**config.mk**
```make
export PLATFORM = sky130hd
export DESIGN_NAME = adc_mode_ctrl
export DESIGN_NICKNAME = d
export VERILOG_FILES = /design/src/rtl/adc_mode_ctrl.sv
export SDC_FILE = /design/constraint.sdc
export NUM_CORES = 1
export LEC_CHECK = 0
export ABC_CLOCK_PERIOD_IN_PS = 1700
export BUFFER_PORTS_ARGS = -buffer_cell sky130_fd_sc_hd__buf_2
export CORE_MARGIN = 2
export CORE_UTILIZATION = 35
export CTS_CLUSTER_DIAMETER = 150
export DETAILED_ROUTE_END_ITERATION = 8
export GPL_ROUTABILITY_DRIVEN = 0
export PLACE_DENSITY = 0.55
export SYNTH_ARGS = -nofsm -noshare
export SYNTH_HDL_FRONTEND = slang
export SYNTH_SLANG_ARGS = --single-unit
export TNS_END_PERCENT = 1
```
**constraint.sdc**
```tcl
create_clock -name clk -period 1.7 [get_ports clk]
set_input_delay 0.34 -clock clk [delete_from_list [all_inputs] [get_ports clk]]
set_output_delay 0.34 -clock clk [all_outputs]
set_load 0.02 [all_outputs]
```
**src/rtl/adc_mode_ctrl.sv**
```systemverilog
module adc_mode_ctrl #(
  parameter int RES_W = 18
) (
  input  logic             clk,
  input  logic             rst_n,
  input  logic             cfg_we,
  input  logic [7:0]       cfg_wdata,
  input  logic             rd_start,
  input  logic             rd_end,
  input  logic             conv_done,
  input  logic [RES_W-1:0] conv_data,
  output logic             conv_start,
  output logic             conv_cont,
  output logic [1:0]       conv_rate,
  output logic [1:0]       conv_gain,
  output logic [RES_W-1:0] res_data,
  output logic [7:0]       cfg_rdata
);

  logic             rdy, cont, busy, reading, pend;
  logic [1:0]       spare, rate, gain;
  logic [RES_W-1:0] pend_data;

  wire wr_start = cfg_we & (cfg_wdata[4] | cfg_wdata[7]);
  wire take     = conv_done & ~cfg_we & (cont | busy);
  wire read_end = rd_end & reading;
  wire hold     = (reading | rd_start) & ~read_end;

  assign conv_cont = cont;
  assign conv_rate = rate;
  assign conv_gain = gain;
  assign cfg_rdata = {rdy, spare, cont, rate, gain};

  always_ff @(posedge clk) begin
    if (!rst_n) begin
      rdy        <= 1'b1;
      cont       <= 1'b1;
      busy       <= 1'b0;
      reading    <= 1'b0;
      pend       <= 1'b0;
      spare      <= '0;
      rate       <= '0;
      gain       <= '0;
      pend_data  <= '0;
      res_data   <= '0;
      conv_start <= 1'b0;
    end else begin
      conv_start <= wr_start;

      if (rd_start)      reading <= 1'b1;
      else if (read_end) reading <= 1'b0;

      if (read_end && cont && !rdy) rdy <= 1'b1;

      if (read_end && pend) begin
        res_data <= pend_data;
        rdy      <= 1'b0;
        pend     <= 1'b0;
      end

      if (take) begin
        busy <= 1'b0;
        if (hold) begin
          pend      <= 1'b1;
          pend_data <= conv_data;
        end else begin
          res_data <= conv_data;
          rdy      <= 1'b0;
          pend     <= 1'b0;
        end
      end

      if (cfg_we) begin
        cont  <= cfg_wdata[4];
        spare <= cfg_wdata[6:5];
        rate  <= cfg_wdata[3:2];
        gain  <= cfg_wdata[1:0];
        if (wr_start) begin
          rdy  <= 1'b1;
          busy <= ~cfg_wdata[4];
          pend <= 1'b0;
        end
      end
    end
  end

endmodule


```
==> results.ini <==
[yosys]
synth-main-ff-cell = dfxtp_1
yosys.area.top_type = dfxtp_1
syn-cell-area_sq_um = 1960
syn-num-nets = 249
syn-instance-count = 217
ys_async_sr_fraction = 0
yosysTopAreaCellShare = 0.490
avgSynthCellArea_sq_um = 9.04
ys_ff_latch = 48
yosys_warnings = 0
synth_edf_count = 0
synth.distinct_cells = 26
yosys-top-cells-area = dfxtp_1 (49%), mux2i_1 (13%), nand2_1 (7.7%), nor2_1 (6.1%), a31oi_1 (5.7%)
seq_area_frac_synth = 0.490

[global_routing]
antenna_found_initial = 0
use_met3 = 0.0443
grt_max_degree = 22
grt.overflow.total = 0
met2_usage = 0.227
grt_pass1_wl_um = 6800
grt_pass1_vias = 1434
grt_util_met1 = 0.177
grt_usage = 0.140
busiest_layer = met2

[final_layout]
drive_above_1_share = 0.299
nFillCells = 600
final_common_cell = buf_2
multi_input_area_sq_um = 840
regArea_sq_um = 961
fin_cells = 350
postLayoutCellArea_sq_um = 2370
area_delta_synth_final_pct = 21.0
final_cell_mix = buf_2 (63), dfxtp_1 (48), nand2_1 (40)
n_antenna_cell = 0
utilization = 0.434
fin_nets = 310

[setup_path]
path_class = reg2reg
end_kind = register
crit_slowest_cell = dfxtp_1
critPathMostFrequentCell = nor2_1
r2r_slack_ns = 0.21
critPathRequiredTime_ns = 1.89
cpPeakStageDelay_ns = 0.43
cp_max_fo = 11
crit_chain = nor2_1 -> nor4b_4 -> buf_4 -> mux2i_1 -> nor2_1
cp_data_arrival_time_ns = 1.68
start_kind = register

[drt]
drc_errors = 0
detail-route-antenna-nets = 0
num_vias = 1632
first_pass_iters = 4
wl_per_cell_um = 12.2
wirelength_um = 4280
drt-initial-drc-count = 71
viasPerCell = 4.66

[cts]
cts_tree = built
cts.clk_slew.worst_paths_ns = 0.09
cts_resized = 0
clk_latency_ns = 0.30
post-cts-setup-buffer-count = 0
numCtsBuffers = 5
htreeDepth = 2
cts_hold_buf = 0
cts.sinks = 48
ctsLongestPathBuffers = 2
cts.root.buffer_cell = clkbuf_8

[pwr]
ir_drop_v = 0.000295
power_density_nw_per_um2 = 909
power.leakage_nw = 1.03

[floorplanning]
start_util = 0.358
boundaryPins = 64
die-area_sq_um = 6220
die_w_um = 78.9
rows = 27
core_area_sq_um = 5470
die_h_um = 78.9

[run]
drv_cap = 0

[sta]
fin_skew_ns = 0.00397
rsz0062_at_grt = false
timing.setup.tns_ns = 0
tightest_slew_ns = 0.387
maxSlewHeadroom = 0.742
timing.final.crit_share = 0.874
hold_viol = 0
max_freq_mhz = 673
setup_viol = 0
drv_slew = 0
post-route-min-period_ns = 1.49

[placement]
post-dp-hpwl_um = 3060
dp_cells = 343
port_buffers = 63
dpl_cell_area_sq_um = 2300

[hold_path]
hold_class = in2reg

[outcome]
outcome = completed

-- critical path, delay by kind of cell (launching register included) --
family | cells | cell delay [ns]
flip-flops | 1 | 0.43
multiplexers | 1 | 0.20
AND/OR/NAND/NOR | 3 | 0.47
buffers and inverters | 1 | 0.28
-- logic make-up after synthesis --
| logic type | Yosys count | synth area share |
|---|---|---|
| muxes | 25 | 0.128 |
| AOI/OAI and AO/OA | 43 | 0.126 |
| and+or+nand+nor | 79 | 0.175 |
| DFF | 48 | 0.490 |
| buffers and inverters | 22 | 0.0823 |
-- area by class of cell --
cell class	instances	share of cell area
Timing Repair Buffer	74	0.168
Sequential cell	48	0.405
Clock buffer	6	0.0306
Clock inverter	1	0.00211
Inverter	2	0.00316
Tap cell	72	0.0380
Multi-Input combinational cell	147	0.354
-- routing by layer --
layer / share of wire / up-vias / wire length, um
met5: 0 / - / 0
met4: 0.0098 / 0 / 42
met3: 0.064 / 5 / 274
met2: 0.45 / 53 / 1940
met1: 0.47 / 726 / 2030
li1: - / 848 / -
-- stage by stage --
stage	hold WS, ns	setup WS (ns)	total power, mW
floorplan	0.449	0.154	1.44
global placement	0.456	0.167	1.54
detailed placement	0.463	0.133	1.54
CTS	0.264	0.191	2.18
global route	0.287	0.0452	2.27
finish	0.268	0.215	2.16
-- path summary, 6_finish.rpt --
path / startpoint / depth (start not counted) / endpoint
hold reg to reg: res_data[17] / 2 / res_data[17]
setup reg to reg: conv_cont / 5 / pend_data[9]
setup / recovery: conv_cont / 5 / pend_data[9]
hold / removal: rd_start / 3 / reading
-- cells in the mapped netlist (3+ instances only) --
cell type / instances
a31oi_1: 18
o21ai_0: 8
buf_4: 6
mux2i_1: 25
buf_6: 5
nor2_1: 32
a21oi_1: 3
nand2_1: 40
dfxtp_1: 48
clkbuf_1: 4
o21ai_1: 11
-- registers in the layout, indices dropped and copies added, names as in the netlist --
register	flops
conv_start	1
conv_rate	2
busy	1
rdy	1
conv_gain	2
reading	1
res_data	18
conv_cont	1
pend	1
spare	2
pend_data	18
-- power by group --
group          switching [mW]  total (mW)  internal (mW)
clock network           0.368       0.649          0.281
logic                   0.176       0.302          0.126
registers              0.0286        1.21           1.18
(Power assumes the default switching activity.)
